## src/rtl/wintimer_pkg.sv

```systemverilog
package wintimer_pkg;

    localparam int CNT_W     = 56;
    localparam int CMP_W     = 32;
    localparam int DATA_W    = 32;
    localparam int NCH       = 2;
    localparam int FLD_W     = 5;
    localparam int START_MAX = 24;
    localparam int ADDR_W    = 3;
    localparam int HI_W      = CNT_W - DATA_W;
    localparam int CH_STRIDE = 16;
    localparam int START_OFS = 8;

    localparam logic [ADDR_W-1:0] A_TLO  = 3'd0;
    localparam logic [ADDR_W-1:0] A_THI  = 3'd1;
    localparam logic [ADDR_W-1:0] A_CMP0 = 3'd2;
    localparam logic [ADDR_W-1:0] A_WIN  = 3'd4;
    localparam logic [ADDR_W-1:0] A_EN   = 3'd5;
    localparam logic [ADDR_W-1:0] A_STAT = 3'd6;

    typedef struct packed {
        logic [FLD_W-1:0] start;
        logic [FLD_W-1:0] size;
    } win_t;

    function automatic logic [CMP_W-1:0] width_mask(input logic [FLD_W-1:0] sz);
        logic [CMP_W-1:0] m;
        for (int i = 0; i < CMP_W; i++) begin
            m[i] = (i <= int'(sz));
        end
        return m;
    endfunction

    function automatic logic [FLD_W-1:0] clamp_start(input logic [FLD_W-1:0] s);
        return (int'(s) > START_MAX) ? FLD_W'(START_MAX) : s;
    endfunction

    function automatic logic [CMP_W-1:0] window_bits(input logic [CNT_W-1:0] cnt,
                                                     input win_t w);
        logic [CNT_W-1:0] sh;
        sh = cnt >> w.start;
        return sh[CMP_W-1:0] & width_mask(w.size);
    endfunction

endpackage

```

## src/rtl/wt_counter.sv

```systemverilog
module wt_counter
    import wintimer_pkg::*;
(
    input  logic             clk,
    input  logic             rst,
    input  logic             tick,
    input  logic             ld_lo,
    input  logic             ld_hi,
    input  logic [DATA_W-1:0] lo_data,
    input  logic [HI_W-1:0]   hi_data,
    output logic [CNT_W-1:0]  cnt
);
    logic [CNT_W-1:0] load_val;

    always_comb begin
        load_val = cnt;
        if (ld_lo) load_val[DATA_W-1:0] = lo_data;
        if (ld_hi) load_val[CNT_W-1:DATA_W] = hi_data;
    end

    always_ff @(posedge clk) begin
        if (rst) begin
            cnt <= '0;
        end else if (ld_lo || ld_hi) begin
            cnt <= load_val;
        end else if (tick) begin
            cnt <= cnt + CNT_W'(1);
        end
    end
endmodule

```

## src/rtl/wt_channel.sv

```systemverilog
module wt_channel
    import wintimer_pkg::*;
(
    input  logic             clk,
    input  logic             rst,
    input  logic [CNT_W-1:0] cnt,
    input  logic [CMP_W-1:0] cmp,
    input  win_t             win,
    output logic             eq,
    output logic             evt
);
    logic eq_q;

    always_comb begin
        eq  = (window_bits(cnt, win) == (cmp & width_mask(win.size)));
        evt = eq && !eq_q;
    end

    // Previous-equality flag resets high so reset itself is not a rising edge.
    always_ff @(posedge clk) begin
        if (rst) eq_q <= 1'b1;
        else     eq_q <= eq;
    end
endmodule

```

## src/rtl/wt_regs.sv

```systemverilog
module wt_regs
    import wintimer_pkg::*;
(
    input  logic                     clk,
    input  logic                     rst,
    input  logic                     wr_en,
    input  logic [ADDR_W-1:0]        addr,
    input  logic [DATA_W-1:0]        wdata,
    input  logic [NCH-1:0]           evt,
    input  logic [CNT_W-1:0]         cnt,
    output logic [NCH-1:0][CMP_W-1:0] cmp,
    output win_t [NCH-1:0]           win,
    output logic [NCH-1:0]           en,
    output logic [NCH-1:0]           status,
    output logic [DATA_W-1:0]        rdata
);
    logic [NCH-1:0] clr;
    logic [DATA_W-1:0] win_word;

    always_comb begin
        clr = (wr_en && addr == A_STAT) ? wdata[NCH-1:0] : '0;
    end

    always_ff @(posedge clk) begin
        if (rst) begin
            en     <= '0;
            status <= '0;
        end else begin
            if (wr_en && addr == A_EN) en <= wdata[NCH-1:0];
            // set has priority over clear
            status <= (status & ~clr) | evt;
        end
    end

    for (genvar c = 0; c < NCH; c++) begin : g_cfg
        always_ff @(posedge clk) begin
            if (rst) begin
                cmp[c] <= '0;
                win[c] <= '0;
            end else begin
                if (wr_en && int'(addr) == int'(A_CMP0) + c) cmp[c] <= wdata;
                if (wr_en && addr == A_WIN) begin
                    win[c].size  <= wdata[c*CH_STRIDE +: FLD_W];
                    win[c].start <= clamp_start(wdata[c*CH_STRIDE + START_OFS +: FLD_W]);
                end
            end
        end
    end

    always_comb begin
        win_word = '0;
        for (int c = 0; c < NCH; c++) begin
            win_word[c*CH_STRIDE +: FLD_W]             = win[c].size;
            win_word[c*CH_STRIDE + START_OFS +: FLD_W] = win[c].start;
        end
    end

    always_comb begin
        rdata = '0;
        case (addr)
            A_TLO:  rdata = cnt[DATA_W-1:0];
            A_THI:  rdata = DATA_W'(cnt[CNT_W-1:DATA_W]);
            A_WIN:  rdata = win_word;
            A_EN:   rdata = DATA_W'(en);
            A_STAT: rdata = DATA_W'(status);
            default: begin
                for (int c = 0; c < NCH; c++) begin
                    if (int'(addr) == int'(A_CMP0) + c) rdata = cmp[c];
                end
            end
        endcase
    end
endmodule

```

## src/rtl/wintimer.sv

```systemverilog
module wintimer
    import wintimer_pkg::*;
(
    input  logic        clk,
    input  logic        rst,
    input  logic        tick_en,
    input  logic        wr_en,
    input  logic [2:0]  addr,
    input  logic [31:0] wdata,
    output logic [31:0] rdata,
    output logic [1:0]  irq
);
    logic [CNT_W-1:0]          cnt_q;
    logic [NCH-1:0][CMP_W-1:0] cmp_q;
    win_t [NCH-1:0]            win_q;
    logic [NCH-1:0]            en_q;
    logic [NCH-1:0]            status_q;
    logic [NCH-1:0]            ch_eq;
    logic [NCH-1:0]            ch_evt;
    logic [NCH-1:0][FLD_W-1:0] start_f;

    wt_counter u_cnt (
        .clk     (clk),
        .rst     (rst),
        .tick    (tick_en),
        .ld_lo   (wr_en && addr == A_TLO),
        .ld_hi   (wr_en && addr == A_THI),
        .lo_data (wdata),
        .hi_data (wdata[HI_W-1:0]),
        .cnt     (cnt_q)
    );

    for (genvar c = 0; c < NCH; c++) begin : g_ch
        wt_channel u_ch (
            .clk (clk),
            .rst (rst),
            .cnt (cnt_q),
            .cmp (cmp_q[c]),
            .win (win_q[c]),
            .eq  (ch_eq[c]),
            .evt (ch_evt[c])
        );
        assign start_f[c] = win_q[c].start;
    end

    wt_regs u_regs (
        .clk    (clk),
        .rst    (rst),
        .wr_en  (wr_en),
        .addr   (addr),
        .wdata  (wdata),
        .evt    (ch_evt),
        .cnt    (cnt_q),
        .cmp    (cmp_q),
        .win    (win_q),
        .en     (en_q),
        .status (status_q),
        .rdata  (rdata)
    );

    assign irq = status_q & en_q;
endmodule

```

## config.mk

```make
export PLATFORM = sky130hd
export DESIGN_NAME = wintimer
export DESIGN_NICKNAME = d
export VERILOG_FILES = /design/src/rtl/wintimer_pkg.sv /design/src/rtl/wt_counter.sv /design/src/rtl/wt_channel.sv /design/src/rtl/wt_regs.sv /design/src/rtl/wintimer.sv
export SDC_FILE = /design/constraint.sdc
export NUM_CORES = 1
export LEC_CHECK = 0
export CAP_MARGIN = 40
export CELL_PAD_IN_SITES_DETAIL_PLACEMENT = 1
export CELL_PAD_IN_SITES_GLOBAL_PLACEMENT = 2
export CORE_ASPECT_RATIO = 1.25
export CORE_MARGIN = 2
export CORE_UTILIZATION = 35
export CTS_CLUSTER_DIAMETER = 60
export DETAILED_ROUTE_END_ITERATION = 7
export PLACE_DENSITY = 0.75
export SYNTH_ARGS = -nofsm -noshare
export SYNTH_HDL_FRONTEND = slang
export SYNTH_SLANG_ARGS = --single-unit
```

## constraint.sdc

```tcl
create_clock -name clk -period 11.3 [get_ports clk]
set_clock_uncertainty 0.2 [all_clocks]
set_input_delay 2.825 -clock clk [delete_from_list [all_inputs] [get_ports clk]]
set_output_delay 2.825 -clock clk [all_outputs]
set_load 0.01 [all_outputs]
```

## Word-level counts from Yosys, hierarchy flattened

Cells that the tools add are included.
Widths: inputs -> output; s select.

- Flip-flop bits (word level): 146
- Input port bits: 39
- Output and inout bits: 34
- Logic and storage cells: 123

- Add/subtract/negate cells: 1
- Order comparisons: 64
- Equality and inequality tests: 10
- Shift operators: 2
- Multiplexer cells: 10
- Bitwise gates (word level): 8
- Reductions and logical operators: 16

Operators with widths:

| kind | count |
|---|---|
| $le 5x5->1 const A | 32 |
| $pmux 32 s5 | 1 |
| $and 32x32->32 | 4 |
| $mux 56 | 2 |
| $shr 56x5->32 | 2 |
| $mux 32 | 3 |
| $le 4x5->1 const A | 16 |
| $eq 32x32->1 | 2 |
| $add 56x1->56 const B | 1 |
| $le 3x5->1 const A | 8 |
| $mux 24 | 1 |
| $le 2x5->1 const A | 4 |
| $eq 3x3->1 const B | 5 |
| $gt 5x5->1 const B | 2 |
| $le 1x5->1 const A | 2 |
| $mux 5 | 2 |
| $logic_and 1x1->1 | 9 |
| $and 2x2->2 | 2 |
| $ne 2x1->1 const B | 2 |
| $reduce_and 2->1 | 2 |
| $eq 3x1->1 const B | 1 |
| $logic_not 3->1 | 1 |
| $logic_not 1->1 | 2 |
| $mux 2 | 1 |
| other kinds (4) | 4 |

## Logic depth before layout (Yosys ltp)

- Depth after elaboration: 6
- Depth in mapped cells: 15
- Gate-level depth less buffers: 10

## By module

From an unflattened synthesis, not the netlist that was laid out.

- Cells, all modules: 2239
- Area total of the unflattened synthesis: 18117.4 µm²

By module, submodules not included:

| module | instances | cells an instance | area an instance (µm²) | seq. area each (µm²) |
|---|---|---|---|---|
| wt_channel | 2 | 567 | 4917.2 | 20.0 |
| wt_regs | 1 | 614 | 4589.4 | 1761.7 |
| wt_counter | 1 | 487 | 3653.5 | 1121.1 |
| wintimer | 1 | 4 | 40.0 | 0.0 |

## Worst setup path after synthesis

No wires, ideal clock.

- Path type: input-to-output
- From: in addr[2]
- To: out rdata[10]
- Data arrival time: 4419 ps
- Required time: 8275 ps
- Setup slack: 3856 ps
- Cell stages on the path: 6
- Path buffers: 2
- Path through: clkbuf_1 -> clkinv_1 -> nor3_1 -> clkbuf_1 -> a21oi_1 -> a21oi_1

- Word-level cells in the longest chain between the ends: 4
- Elaborated cells between the ends (all ways): 10
- Classes of those cells: 6 x eq/ne; 3 x mux; 1 x reduce/logical

RTL lines:

| element | RTL line | RTL |
|---|---|---|
| from (decl) | wintimer.sv:8 | `input logic [2:0] addr,` |
| $eq 3x3->1 | wt_regs.sv:68 | `if (int'(addr) == int'(A_CMP0) + c) rdata = cmp[c];` |
| $mux 32 (2 in series) | wt_regs.sv:68 |  |
| $pmux 32 s5 * | wt_regs.sv:60 | `case (addr)` |
| to (decl) | wintimer.sv:10 | `output logic [31:0] rdata,` |

Every way passes the cells marked *; elsewhere a longest branch is shown, timed or not.

## Worst setup path after layout

- From: in addr[2]
- To: out rdata[2]

The elaborated chain is that of the path after synthesis.

==> run_results.csv <==
group,metric,value,unit
route,dr.pass1.iters,5,
logic_synthesis,synth-main-ff-cell,"dfxtp_1",
status,run_status,"completed",
global_route,gr-total-overflow,0,
power,vdd.ir_drop.worst,114,uV
cells_and_area,final_core_util,38.8,%
floorplanning,io-pin-count,73,
cells_and_area,num-fill-cells,6023,
setup_path,critical_path_source_type,"input pin",
logic_synthesis,synth_edf_count,0,
clock_network,clk_latency,470,ps
sta,grt_setup_unrepaired,"no",
clock_network,post_cts.resized_instances,0,
setup_path,timing.rr.start,"u_regs.win[16]",
cells_and_area,fraction_of_final_layout_cells_with_drive_strength_greater_than_1,17.9,%
clock_network,tritoncts.num_buffers,17,
clock_network,post_cts_hold_buffer_count,0,
place,place_hpwl,73100,um
global_route,initial_antenna_violation_count,6,
floorplanning,dieWidth,206,um
global_route,global_route.usage.total,38.4,%
setup_path,critical_path_peak_fanout,42,
setup_path,timing.critical_path.arrival,5670,ps
setup_path,timing.critical_path.cells,"clkdlybuf4s50_1 > buf_4 > clkinv_1 > buf_4 > nand2_1 > o21ai_0 > a21oi_1 > clkdlybuf4s50_1",
route,drc,0,
setup_path,worst_ep_required_time,8280,ps
clock_network,htree_num_levels,4,
floorplanning,fp-row-count,92,
place,port_buffers,72,
route,routed_wire_length_per_instance,35.6,um
logic_synthesis,mappedNetlistArea,0.0178,sq mm
route,num_vias,20214,
power,power_leakage,6.11,nW
cells_and_area,flow.area_growth_from_synthesis,9.78,%
floorplanning,die_h,256,um
logic_synthesis,synth-seq-cells,146,
floorplanning,floorplan.die_area,0.0528,sq mm
clock_network,post_cts_buffers,0,
sta,tightest_slew,1020,ps
clock_network,ctsRootBufferMaster,"clkbuf_16",
sta,fmax,115,MHz
route,vias_per_cell,7.07,
floorplanning,fp.coreArea,0.0504,sq mm
sta,layout_setup_ws,2610,ps
floorplanning,initial_utilization,35.4,%
setup_path,cp-startpoint,"addr[2]",
hold_path,hold_depth,1,
sta,setup_viol_count_final,0,
setup_path,critPathKind,"in -> out",
logic_synthesis,post_synth_inst_count,2263,
sta,min_period_over_period,76.9,%
setup_path,worst-path-buf-inv,5,
setup_path,critical_path_cell_count,8,
logic_synthesis,synthesis.nets,2303,
route,detailedRoute.firstIterationViolations,2540,
sta,fin_tns_setup,0,ps
route,finalWirelength,102000,um
route,detail-route-antenna-nets,0,
logic_synthesis,ys_async_sr_fraction,0,%
global_route,grt_max_degree,81,
global_route,via_count_of_the_first_global_routing_pass,19578,
cells_and_area,finalNetCount,2223,
sta,final_hold_viol_count,0,
job,max_cap_violations,0,
hold_path,min-delay-path-class,"reg -> reg",
setup_path,cp_slowest_cell,"clkdlybuf4s50_1",
setup_path,critical-path-top-delay-family,"buffers and inverters",
logic_synthesis,ys_warn_count,0,
clock_network,clockBufferDepth,2,
power,p_per_area,78.8,mW/mm^2
logic_synthesis,ys_seq_area_share,16.4,%
hold_path,hold_path_startpoint,"g_ch[1].u_ch.eq_q",
setup_path,worst_r2r_path_depth,12,
clock_network,clk_pin_slew_worst_paths,70,ps
setup_path,crit_path_end_kind,"primary output",
place,place_worst_setup_slack,2670,ps
sta,timing.final.max_slew_violations,0,
place,finalWeightedCongestion,1.01,
sta,worst_slew_margin_rel,31.8,%
global_route,grt_first_pass_wirelength,145000,um
clock_network,cts_tree,"done",
logic_synthesis,synth.lib_cells_used.distinct,90,
cells_and_area,post_layout_nonfiller_instances,2859,
logic_synthesis,syn_area_per_cell,7.88,sq um
clock_network,tritoncts_num_sinks,146,
sta,finalCriticalPeriod,8690,ps
setup_path,critical-path-max-stage-delay,590,ps
place,numPlacedInstances,2819,
-- final timing paths --
kind                                    endpoint  slack (ps)
worst max register to register  u_regs.status[1]        5570
worst min-delay path            u_regs.status[1]         230
worst max-delay path                    rdata[2]        2610
worst min register to register  u_regs.status[1]         230
-- report_power, final --
group	internal, W	switching, W	leakage [nW]	total (W)
Sequential	0.000528	0.0000273	1.19	0.000556
Clock	0.000316	0.000277	0.283	0.000593
Combinational	0.000139	0.000255	4.64	0.000394
Total	0.000984	0.000559	6.11	0.00154
-- layer usage --
metal | track usage (%) | vias to the layer above | wire length [um]
li1 | - | 8370 | -
met1 | 46.2 | 10250 | 37300
met2 | 59.5 | 1186 | 46200
met3 | 6.20 | 400 | 7880
met4 | 32.3 | 8 | 10500
met5 | 0 | - | 56
-- registers in the layout, indices dropped and copies added (netlist names) --
name,cells
u_cnt.cnt,56
u_regs.en,2
u_regs.status,2
u_regs.cmp,64
g_ch.u_ch.eq_q,2
u_regs.win,20
-- Yosys cell counts (13+ instances only) --
| master | number | area (sq um) |
|---|---|---|
| a21oi_1 | 241 | 1210 |
| xor2_1 | 21 | 184 |
| nand2_1 | 321 | 1200 |
| buf_1 | 21 | 78.8 |
| mux4_2 | 129 | 2910 |
| nor3_1 | 48 | 240 |
| mux2_2 | 78 | 878 |
| nand3_1 | 55 | 275 |
| xnor2_1 | 31 | 272 |
| and3_1 | 20 | 125 |
| dfxtp_1 | 146 | 2920 |
| nor2b_1 | 18 | 113 |
| nand2b_1 | 20 | 125 |
| nor2_1 | 153 | 574 |
| o21ai_0 | 96 | 480 |
| mux2i_1 | 132 | 1320 |
| and2_1 | 31 | 194 |
| clkbuf_1 | 195 | 732 |
| a211oi_1 | 28 | 210 |
| a22oi_1 | 36 | 270 |
| or2_2 | 13 | 81.3 |
| a31oi_1 | 21 | 131 |
| o31ai_1 | 13 | 97.6 |
| buf_2 | 26 | 130 |
| o22ai_1 | 75 | 469 |
| inv_1 | 18 | 67.6 |
-- cell usage in the layout, fill, tap and decap left out, types with 69 or more instances in the layout --
cell type        count
nand2_1            320
a21oi_1            241
nor2_1             151
dfxtp_1            138
mux2i_1            132
mux4_2             129
o21ai_0             96
buf_4               84
mux2_2              78
o22ai_1             75
clkdlybuf4s50_1     69
-- through the flow --
stage	power [W]	instance area, sq um	hold slack, ps
after floorplan	0.000777	17800	214
after global placement	0.000933	18800	222
after detailed placement	0.000943	19000	227
after CTS	0.00153	19500	234
after global routing	0.00158	19600	245
final	0.00154	19600	230
-- cell type report --
| cell class | instances | area [sq um] | share of cell area (%) |
|---|---|---|---|
| Multi-Input combinational cell | 1829 | 13600 | 69.6 |
| Sequential cell | 146 | 2940 | 15.0 |
| Timing Repair Buffer | 165 | 1500 | 7.66 |
| Tap cell | 658 | 823 | 4.20 |
| Clock buffer | 18 | 439 | 2.24 |
| Clock inverter | 14 | 143 | 0.728 |
| Inverter | 24 | 90.1 | 0.460 |
| Antenna cell | 5 | 12.5 | 0.0639 |
-- worst register-to-register path: stages (launching register included) --
cell and delay [ps]:
dfxtp_4 400, buf_4 590, buf_4 870, mux4_1 730
mux2_2 310, and2_1 160, a2111oi_0 610, buf_1 240
xnor2_1 140, o221ai_1 130, or4_1 560, or4_4 510
o41ai_2 200
-- cells by family (layout without fill, tap and decap cells) --
| family | count (synthesis) | after routing | share of synthesized area (%) |
|---|---|---|---|
| compound gates | 668 | 668 | 23.8 |
| xor+xnor | 52 | 52 | 2.55 |
| fa+ha+maj | 1 | 1 | 0.0701 |
| buf+inv | 288 | 221 | 7.41 |
| flops | 146 | 146 | 16.4 |
| mux | 355 | 355 | 30.3 |
| other cells | 0 | 5 | 0 |
| simple gates | 753 | 753 | 19.5 |
Power figures use the tool's default switching activity.
